===== config.mk =====
export PLATFORM = sky130hd
export DESIGN_NAME = comma_word_framer
export DESIGN_NICKNAME = d
export VERILOG_FILES = /design/src/rtl/cmf_pkg.sv /design/src/rtl/cmf_window.sv /design/src/rtl/cmf_comma_match.sv /design/src/rtl/cmf_boundary.sv /design/src/rtl/comma_word_framer.sv
export SDC_FILE = /design/constraint.sdc
export NUM_CORES = 1
export LEC_CHECK = 0
export CORE_MARGIN = 3
export CORE_UTILIZATION = 35
export DETAILED_ROUTE_END_ITERATION = 16
export SLEW_MARGIN = 40
export SYNTH_ARGS = -nofsm -noshare
export SYNTH_HDL_FRONTEND = slang
export SYNTH_HIERARCHICAL = 1
export SYNTH_SLANG_ARGS = --single-unit

===== constraint.sdc =====
create_clock -name clk -period 2.38 [get_ports clk]
set_input_delay 0.238 -clock clk [delete_from_list [all_inputs] [get_ports clk]]
set_output_delay 0.238 -clock clk [all_outputs]
set_load 0.02 [all_outputs]

===== src/rtl/cmf_pkg.sv =====
package cmf_pkg;
  localparam int SYM_W = 10;
  localparam logic [SYM_W-1:0] COMMA_NEG = 10'b0011111010;
  localparam logic [SYM_W-1:0] COMMA_POS = 10'b1100000101;
endpackage


===== src/rtl/cmf_window.sv =====
module cmf_window #(
  parameter int W = cmf_pkg::SYM_W
) (
  input  logic         clk,
  input  logic         rst_n,
  input  logic         shift_en,
  input  logic         bit_in,
  output logic [W-1:0] win_next
);
  logic [W-1:0] win_q;

  // newest bit enters at bit 0; earliest of the last W bits sits at W-1
  assign win_next = {win_q[W-2:0], bit_in};

  always_ff @(posedge clk) begin
    if (!rst_n)        win_q <= '0;
    else if (shift_en) win_q <= win_next;
  end
endmodule


===== src/rtl/cmf_comma_match.sv =====
module cmf_comma_match #(
  parameter int               W     = cmf_pkg::SYM_W,
  parameter int               N_PAT = 2,
  parameter logic [N_PAT*W-1:0] PATS = {cmf_pkg::COMMA_POS, cmf_pkg::COMMA_NEG}
) (
  input  logic [W-1:0] win,
  output logic         hit
);
  logic [N_PAT-1:0] hits;

  for (genvar gi = 0; gi < N_PAT; gi++) begin : g_pat
    assign hits[gi] = (win == PATS[gi*W +: W]);
  end

  assign hit = |hits;
endmodule


===== src/rtl/cmf_boundary.sv =====
module cmf_boundary #(
  parameter int W = cmf_pkg::SYM_W
) (
  input  logic clk,
  input  logic rst_n,
  input  logic bit_valid,
  input  logic reframe_en,
  input  logic comma_hit,
  output logic emit,
  output logic locked
);
  localparam int CW = $clog2(W);
  localparam logic [CW-1:0] LAST = CW'(W - 1);

  logic [CW-1:0] cnt_q;
  logic          locked_q;
  logic          capture;
  logic          at_edge;

  assign capture = bit_valid && reframe_en && comma_hit;
  assign at_edge = bit_valid && locked_q && (cnt_q == LAST);
  assign emit    = capture || at_edge;
  assign locked  = locked_q;

  always_ff @(posedge clk) begin
    if (!rst_n) begin
      cnt_q    <= '0;
      locked_q <= 1'b0;
    end else if (capture) begin
      cnt_q    <= '0;
      locked_q <= 1'b1;
    end else if (bit_valid && locked_q) begin
      cnt_q <= at_edge ? '0 : cnt_q + CW'(1);
    end
  end
endmodule


===== src/rtl/comma_word_framer.sv =====
module comma_word_framer #(
  parameter int           W      = cmf_pkg::SYM_W,
  parameter logic [2*W-1:0] COMMAS = {cmf_pkg::COMMA_POS, cmf_pkg::COMMA_NEG}
) (
  input  logic         clk,
  input  logic         rst_n,
  input  logic         bit_valid,
  input  logic         bit_in,
  input  logic         reframe_en,
  input  logic         bypass_mode,
  output logic [W-1:0] sym_data,
  output logic         sym_valid,
  output logic         sym_is_comma,
  output logic         rdy_pulse,
  output logic         frame_pending
);
  logic [W-1:0] win_next;
  logic         comma_hit;
  logic         emit;
  logic         locked;
  logic         comma_only;

  cmf_window #(.W(W)) u_win (
    .clk      (clk),
    .rst_n    (rst_n),
    .shift_en (bit_valid),
    .bit_in   (bit_in),
    .win_next (win_next)
  );

  cmf_comma_match #(.W(W), .N_PAT(2), .PATS(COMMAS)) u_match (
    .win (win_next),
    .hit (comma_hit)
  );

  cmf_boundary #(.W(W)) u_bnd (
    .clk        (clk),
    .rst_n      (rst_n),
    .bit_valid  (bit_valid),
    .reframe_en (reframe_en),
    .comma_hit  (comma_hit),
    .emit       (emit),
    .locked     (locked)
  );

  // undecoded stream with reframing armed: ready marks commas only
  assign comma_only = bypass_mode && reframe_en;

  always_ff @(posedge clk) begin
    if (!rst_n) begin
      sym_data     <= '0;
      sym_valid    <= 1'b0;
      sym_is_comma <= 1'b0;
      rdy_pulse    <= 1'b0;
    end else begin
      sym_valid    <= emit;
      sym_is_comma <= emit && comma_hit;
      rdy_pulse    <= emit && (!comma_only || comma_hit);
      if (emit) sym_data <= win_next;
    end
  end

  assign frame_pending = !locked;
endmodule


==> impl_metrics.json, run 1 <==
{
  "multi_input_area_um2": 549.3,
  "start_kind": "flip-flop",
  "comb_power_share_pct": 5.3,
  "grt_overflow": 0,
  "dp.cells": 170,
  "power.internal_mw": 0.5405,
  "firstDrtPassIters": 4,
  "cts_tree": "yes",
  "wl_met3_um": 84,
  "holdPathStages": 3,
  "final_layout_size_suffix_gt1_share_pct": 10.77,
  "setup_violations": 0,
  "drv_slew": 0,
  "finalClockSkew_ps": 7.757,
  "dieHeight_um": 62.94,
  "rsz0062_at_grt": "false",
  "p_total_mw": 0.6843,
  "synthMuxAreaShare_pct": 16.76,
  "gp_congestion": 0.7089,
  "syn2layout_area_growth_pct": 24.92,
  "drc": 0,
  "relSlewSlack_pct": 73.54,
  "clk_pin_slew_worst_paths_ps": 140,
  "cts_buffers": 3,
  "synth_top_family_by_area": "simple AND/OR/NAND/NOR gates",
  "worstMarginPinSlew_ps": 395.7,
  "port_buffers": 19,
  "vias": 849,
  "yosys.area_share.adder_pct": 2.205,
  "antenna_found_initial": 0,
  "rows": 20,
  "die_width_um": 62.94,
  "syn_avg_cell_area_um2": 10.81,
  "final_nets": 139,
  "max_clock_freq_mhz": 473.2,
  "grt_usage_pct": 12.66,
  "place_ws_ps": -11.74,
  "clockBufferDepth": 2,
  "timing.final.ws_setup_ps": 266.8,
  "ys_top_cells_by_area": "dfxtp_1 (48%), mux2i_1 (17%), nor2b_1 (11%), ha_1 (2.2%), buf_6 (2.0%)",
  "top_layer": "met4",
  "outcome": "complete, no violations",
  "wl_met1_mm": 1.036,
  "hpwl_mm": 1.609,
  "synth_compound_area_share_pct": 7.056,
  "synth_most_common_cell": "dfxtp_1",
  "core-area_um2": 3078,
  "synth_flop_cell": "dfxtp_1",
  "synth.top_cells.by_count": "dfxtp_1 (27), nor2b_1 (20), mux2i_1 (19)",
  "fill_cells": 314,
  "syn_nets": 113,
  "synth_seq_area_share_pct": 47.63,
  "path_max_fanout": 7,
  "max_cap_violations": 0,
  "clock_sinks": 27,
  "cts_root_buf": "clkbuf_4",
  "ys_ff_latch": 27,
  "p_leak_nw": 0.4958,
  "grt_max_degree": 20,
  "grt_pass1_wl_mm": 4.064,
  "cts_setup_buffers": 0,
  "crit_required_ps": 2600,
  "critPathKind": "reg2reg",
  "synthArstFlopShare_pct": 0,
  "ir_worst_vdd_uv": 280.6,
  "final_cells": 174,
  "hp-class": "in2reg",
  "p_sw_share_pct": 21.02,
  "period_needed_ps": 2113,
  "synth_edf_count": 0,
  "cp.arrival_ps": 2330,
  "regArea_um2": 540.5,
  "yosysWarningCount": 6,
  "power_frac_clock_pct": 28.0,
  "endpoint_kind": "flip-flop",
  "viasPerCell": 4.879,
  "netlist_area_um2": 1135,
  "r2r_cells": 7,
  "first_global_vias": 877,
  "drtIter0Drc": 32,
  "wl_per_cell_um": 12.67,
  "cts-hold-fix-buffers": 0,
  "synth-simple-area-share_pct": 22.38,
  "wl_met2_mm": 1.068,
  "antennaDiodeCount": 0,
  "yosys.area.top_type": "dfxtp_1",
  "die_area_um2": 3961,
  "synthDistinctLibCells": 28,
  "seqPwrFrac_pct": 66.7,
  "setup_tns_ps": 0,
  "min_period_over_period_pct": 88.79,
  "routed_wl_mm": 2.205,
  "io_pins": 20,
  "htreeDepth": 1,
  "antenna_left": 0,
  "synth_top_area_share_pct": 47.63,
  "p_per_area_nw_per_um2": 482.7,
  "start_util_pct": 36.87,
  "hold_viol": 0,
  "synthXorXnorAreaFrac_pct": 0,
  "cts_resized": 0,
  "insertion_delay_ps": 320,
  "syn_inst": 105,
  "p_switching_mw": 0.1438
}
## kinds of logic after synthesis
family                   count (synthesis)
AND/OR/NAND/NOR                         40
flip-flops                              27
multiplexers                            19
AO/OA/AOI/OAI                           10
buffers and inverters                    7
adder cells (fa/ha/maj)                  2
## area by class of cell
cell class | instances | area share (%)
tap | 44 | 3.883
multi-input combinational | 71 | 38.75
sequential | 27 | 38.13
inverter | 3 | 0.7944
clock buffer | 4 | 1.853
timing repair buffer | 25 | 16.59
## flip-flops by register name, indices dropped and copies added, names as in the netlist
register,flops
sym_data,10
u_win/win_q,9
u_bnd/cnt_q,4
rdy_pulse,1
sym_is_comma,1
sym_valid,1
u_bnd/locked,1
## critical path, stage by stage (launching register included)
cell	delay (ps)
dfxtp_1	360
or4b_1	540
o41ai_2	320
a22oi_1	160
nor2b_1	170
buf_4	190
mux2i_1	220
nor2b_1	60
## metrics by stage
| step | cell area (µm²) | hold slack, ps | utilization, % |
|---|---|---|---|
| floorplan | 1135 | 366.2 | - |
| finish | 1418 | 496.9 | 46.06 |
| detailed placement | 1391 | 473.6 | 45.20 |
| CTS | 1418 | 493.2 | 46.06 |
| global placement | 1391 | 456.0 | 45.20 |
| global route | 1418 | 494.0 | 46.06 |
## power groups by stage
stage               registers [mW]  clock network (mW)  logic (mW)
floorplan                    0.466                   0      0.0203
global placement             0.467                   0      0.0362
detailed placement           0.467                   0      0.0366
CTS                          0.457               0.202      0.0367
global route                 0.458               0.224      0.0393
finish                       0.456               0.192      0.0362
## layer usage
| layer | vias to the layer above | GRT usage (%) |
|---|---|---|
| li1 | 417 | - |
| met1 | 413 | 15.82 |
| met2 | 17 | 21.21 |
| met3 | 2 | 3.597 |
| met4 | 0 | 3.306 |
| met5 | - | 0 |
## path summary, 6_finish.rpt
kind	startpoint	to	slack (ps)
worst max-delay path	u_win/win_q[0]	sym_data[4]	270
worst max register to register	u_win/win_q[0]	sym_data[4]	270
worst min-delay path	bypass_mode	rdy_pulse	500
worst min register to register	u_bnd/cnt_q[3]	u_bnd/cnt_q[3]	500
## cell usage in the layout (no fill, tap or decap), drive strengths merged, types with 2 or more instances in the layout
| cell type | n |
|---|---|
| and2 | 2 |
| nand3 | 2 |
| nor2b | 20 |
| dfxtp | 27 |
| clkbuf | 4 |
| or3 | 3 |
| nand2 | 6 |
| a21oi | 3 |
| ha | 2 |
| mux2i | 19 |
| buf | 6 |
| inv | 3 |
| clkdlybuf4s50 | 19 |
Power figures use the tool's default switching activity.
==> run 2: changes to the inputs <==
- SETUP_SLACK_MARGIN: unset -> 0.3
==> impl_metrics.json, run 2 (synthesis gave the netlist of run 1 again) <==
{
  "endpoint_kind": "flip-flop",
  "clock_sinks": 27,
  "p_sw_share_pct": 21.10,
  "antennaDiodeCount": 0,
  "dieHeight_um": 62.94,
  "rows": 20,
  "insertion_delay_ps": 320,
  "final_cell_mix": "dfxtp_1 (26), nor2b_1 (20), mux2i_1 (19), clkdlybuf4s50_1 (19), buf_4 (7)",
  "crit_required_ps": 2600,
  "outcome": "complete, no violations",
  "seqPwrFrac_pct": 66.5,
  "antenna_found_initial": 0,
  "grt_pass1_wl_mm": 4.077,
  "firstDrtPassIters": 4,
  "power.internal_mw": 0.5419,
  "crit_top_cell": "nor2b_1",
  "routed_wl_mm": 2.222,
  "grt_overflow": 0,
  "die_width_um": 62.94,
  "final_layout_size_suffix_gt1_share_pct": 13.74,
  "htreeDepth": 1,
  "gp_congestion": 0.7089,
  "top_register": "sym_data",
  "start_kind": "flip-flop",
  "fill_cells": 313,
  "max_clock_freq_mhz": 488.7,
  "clk_pin_slew_worst_paths_ps": 140,
  "hpwl_mm": 1.609,
  "first_global_vias": 881,
  "ir_worst_vdd_uv": 299.0,
  "p_switching_mw": 0.1449,
  "setup_violations": 0,
  "cts_root_buf": "clkbuf_4",
  "grt_usage_pct": 12.70,
  "cpMaxStageDelayCell": "or4b_4",
  "p_per_area_nw_per_um2": 474.8,
  "worstMarginPinSlew_ps": 398.8,
  "largestRegisters": "sym_data: 10 flops, u_win/win_q: 9 flops, u_bnd/cnt_q: 4 flops",
  "relSlewSlack_pct": 73.33,
  "critPathKind": "reg2reg",
  "drtIter0Drc": 17,
  "cts_buffers": 3,
  "cts_tree": "yes",
  "hold_viol": 0,
  "min_period_over_period_pct": 85.98,
  "rsz0062_at_grt": "true",
  "wl_per_cell_um": 12.70,
  "period_needed_ps": 2046,
  "vias": 850,
  "comb_power_share_pct": 5.5,
  "place_ws_ps": -11.74,
  "largest_register_ffs": 10,
  "io_pins": 20,
  "path_max_fanout": 7,
  "timing.final.ws_setup_ps": 333.6,
  "power_frac_clock_pct": 28.0,
  "max_cap_violations": 0,
  "mostFrequentLayoutCell": "dfxtp_1",
  "viasPerCell": 4.857,
  "syn2layout_area_growth_pct": 27.45,
  "slowest_delay_ps": 550,
  "clockBufferDepth": 2,
  "port_buffers": 19,
  "p_leak_nw": 0.5026,
  "hold_ws_ps": 495.7,
  "cts-hold-fix-buffers": 0,
  "die_area_um2": 3961,
  "crit_chain": "or4b_4 -> o41ai_4 -> a22oi_2 -> nor2b_1 -> buf_4 -> mux2i_1 -> nor2b_1",
  "start_util_pct": 36.87,
  "finalClockSkew_ps": 7.565,
  "hp-class": "reg2reg",
  "drc": 0,
  "cp.arrival_ps": 2270,
  "final_nets": 140,
  "antenna_left": 0,
  "core-area_um2": 3078,
  "drv_slew": 0,
  "grt_max_degree": 20
}
run 2: cell count changes in the layout (fill, tap and decap cells not counted):
cell and delta:
dfxtp_2 +1, o41ai_4 +1, buf_4 +1, a22oi_2 +1, or4b_4 +1, dfxtp_1 -1
o41ai_2 -1, a22oi_1 -1, or4b_1 -1
run 2: path summary, 6_finish.rpt:
path                                     start             end  slack, ps  depth (start not counted)
worst max register to register  u_win/win_q[0]     sym_data[4]        330                          7
worst min register to register  u_bnd/cnt_q[3]  u_bnd/cnt_q[3]        500                          1
worst min-delay path            u_bnd/cnt_q[3]  u_bnd/cnt_q[3]        500                          1
worst max-delay path            u_win/win_q[0]     sym_data[4]        330                          7
run 2: critical path, delay by kind of cell (launching register included):
family / cells / cell delay [ps]
AOI/OAI and AO/OA: 2 / 410
buffers and inverters: 1 / 190
DFF: 1 / 360
muxes: 1 / 220
and+or+nand+nor: 3 / 770
run 2: power groups by stage:
stage	Combinational, mW	Sequential [mW]	Clock [mW]
4_1_cts	0.0382	0.457	0.202
6_report	0.0379	0.457	0.192
5_1_grt	0.0409	0.458	0.224
3_5_place_dp	0.0366	0.467	0
3_3_place_gp	0.0362	0.467	0
2_1_floorplan	0.0203	0.466	0
run 2: what timing repair did:
| item | CTS | global route |
|---|---|---|
| setup endpoints to repair | 7 | 11 |
| gates resized for setup | 2 | 2 |
| setup buffers | 0 | 1 |
| hold endpoints to repair | 0 | 0 |
run 2: final cells by class:
cell class / instances / area, µm² / share of cell area (%)
sequential: 27 / 541.8 / 37.46
tap: 44 / 55.05 / 3.806
inverter: 3 / 11.26 / 0.7785
clock buffer: 4 / 26.28 / 1.817
timing repair buffer: 26 / 242.7 / 16.78
multi-input combinational: 71 / 569.3 / 39.36
run 2: layer usage:
layer	share of wire, %	wire length [µm]	vias to the layer above	track usage [%]
met3	3.8	85	2	3.597
met4	0.68	15	0	3.306
met5	0	0	-	0
li1	-	-	418	-
met1	45	1008	411	15.71
met2	50	1111	19	21.48
run 2: metrics by stage:
step | power, mW | cell area (µm²) | util [%] | TNS [ps] | cells
6_report | 0.6867 | 1446 | 46.99 | 0 | 175
5_1_grt | 0.7227 | 1446 | 46.99 | 0 | 175
4_1_cts | 0.6968 | 1433 | 46.54 | 0 | 174
3_5_place_dp | 0.5032 | 1391 | 45.20 | -11.74 | 170
3_3_place_gp | 0.5027 | 1391 | 45.20 | 0 | 170
2_1_floorplan | 0.4860 | 1135 | - | 0 | 105
==> run 3: changes to the inputs <==
- ABC_CLOCK_PERIOD_IN_PS: unset -> 2380
- CORE_UTILIZATION: 35 -> 43
- GPL_TIMING_DRIVEN: unset -> 1
- PLACE_DENSITY: unset -> 0.67
==> impl_metrics.json, run 3 (synthesis gave the netlist of run 1 again) <==
{
  "drc": 0,
  "post-route-util_pct": 60.25,
  "dp.cells": 154,
  "setup_violations": 0,
  "antenna_left": 0,
  "antennaDiodeCount": 0,
  "r2r-end": "sym_data[8]",
  "p_leak_nw": 0.5029,
  "final_cells": 159,
  "clk_pin_slew_worst_paths_ps": 140,
  "die_width_um": 57.37,
  "timing.rr.start": "u_win/win_q[0]",
  "finalClockSkew_ps": 6.579,
  "start_kind": "flip-flop",
  "outcome": "complete, no violations",
  "syn2layout_area_growth_pct": 25.36,
  "grt_max_degree": 24,
  "p_per_area_nw_per_um2": 486.5,
  "die_area_um2": 3291,
  "start_util_pct": 48.07,
  "holdPathStages": 1,
  "grt_overflow": 0,
  "rows": 17,
  "final_layout_size_suffix_gt1_share_pct": 13.74,
  "critPathKind": "reg2reg",
  "design_area_um2": 1423,
  "drv_slew": 0,
  "cp.arrival_ps": 2320,
  "core-area_um2": 2361,
  "final_nets": 140,
  "hold_ws_ps": 495.9,
  "place_area_um2": 1371,
  "clockBufferDepth": 2,
  "regToRegSetupSlack_ps": 290,
  "dieHeight_um": 57.37,
  "htreeDepth": 1,
  "setup_tns_ps": 0,
  "final_cell_mix": "dfxtp_1 (25), nor2b_1 (20), mux2i_1 (19), clkdlybuf4s50_1 (19), buf_4 (7)",
  "grt_usage_pct": 14.68,
  "clock_sinks": 27,
  "hpwl_mm": 1.552,
  "min_period_over_period_pct": 87.98,
  "cts_buffers": 3,
  "cts_tree": "yes",
  "relSlewSlack_pct": 57.42,
  "max_cap_violations": 0,
  "min_to": "u_bnd/cnt_q[3]",
  "antenna_found_initial": 0,
  "hold_viol": 0,
  "path_max_fanout": 7,
  "crit_required_ps": 2610,
  "drtIter0Drc": 4,
  "gp_congestion": 0.6593,
  "endpoint_kind": "flip-flop",
  "port_buffers": 19,
  "period_needed_ps": 2094,
  "wl_per_cell_um": 14.53,
  "hp-class": "reg2reg",
  "vias": 817,
  "top_register": "sym_data",
  "rsz0062_at_grt": "true",
  "grt_pass1_wl_mm": 3.843,
  "hold_start": "u_bnd/cnt_q[3]",
  "routed_wl_mm": 2.310,
  "cts-hold-fix-buffers": 0,
  "r2r_cells": 7,
  "ir_worst_vdd_uv": 340.1,
  "first_global_vias": 852,
  "mostFrequentLayoutCell": "dfxtp_1",
  "firstDrtPassIters": 4,
  "io_pins": 20,
  "insertion_delay_ps": 320,
  "cts_root_buf": "clkbuf_4",
  "largest_register_ffs": 10,
  "viasPerCell": 5.138,
  "worstMarginPinSlew_ps": 636.7,
  "max_clock_freq_mhz": 477.6,
  "largestRegisters": "sym_data: 10 flops, u_win/win_q: 9 flops, u_bnd/cnt_q: 4 flops"
}
==> run 3: cell types whose count changed in the layout (fill, tap and decap cells not counted) <==
cell	previous run	this run
a22oi_1	0	1
a22oi_2	1	0
dfxtp_1	26	25
dfxtp_2	1	2
==> run 3: worst max path at each step <==
stage | startpoint | end | slack [ps] | cells after the start
floorplan | u_win/win_q[0] | sym_data[0] | 300 | 7
global placement | bit_in | sym_data[0] | 70 | 8
detailed placement | bit_in | sym_data[8] | 10 | 8
CTS | u_win/win_q[0] | sym_data[8] | 300 | 7
global route | u_win/win_q[0] | sym_data[8] | 150 | 7
finish | u_win/win_q[0] | sym_data[8] | 290 | 7
==> run 3: repair_timing <==
action / 4_1_cts / 5_1_grt
endpoints found under the setup margin: 4 / 11
gates resized for setup: 2 / 2
buffers inserted: 1 / 0
==> run 3: area by class of cell <==
cell class	instances	area, µm²
well taps	28	35.03
inverters	3	11.26
clock buffers	4	26.28
multi-input cells	71	564.3
flip-flops and latches	27	543.0
repair buffers	26	242.7
fillers	213	938.4
==> run 3: critical path, stage by stage, from the launching register on <==
cell and delay (ps):
dfxtp_2 370, or4b_4 540, o41ai_4 250, a22oi_1 150, nor2b_1 200, buf_4 220
mux2i_1 210, nor2b_1 60
==> run 3: per-stage QoR <==
step | power, mW | setup slack, ps
detailed placement | 0.5026 | 12.18
CTS | 0.7000 | 300.3
finish | 0.6921 | 286.2
floorplan | 0.4860 | 300.2
global route | 0.7232 | 152.4
global placement | 0.5025 | 68.93
==> run 3: metal layers <==
metal | up-vias | global-route usage, % | share of wire, %
li1 | 414 | - | -
met1 | 387 | 18.07 | 48
met2 | 14 | 25.00 | 47
met3 | 2 | 2.715 | 3.7
met4 | 0 | 5.960 | 0.74
met5 | - | 0 | 0
==> run 3: power by group <==
group          leakage (nW)  switching, mW  total [mW]  internal, mW
Clock                0.0150          0.131       0.197        0.0655
Sequential            0.219        0.00255       0.457         0.454
Combinational         0.269         0.0160      0.0382        0.0221
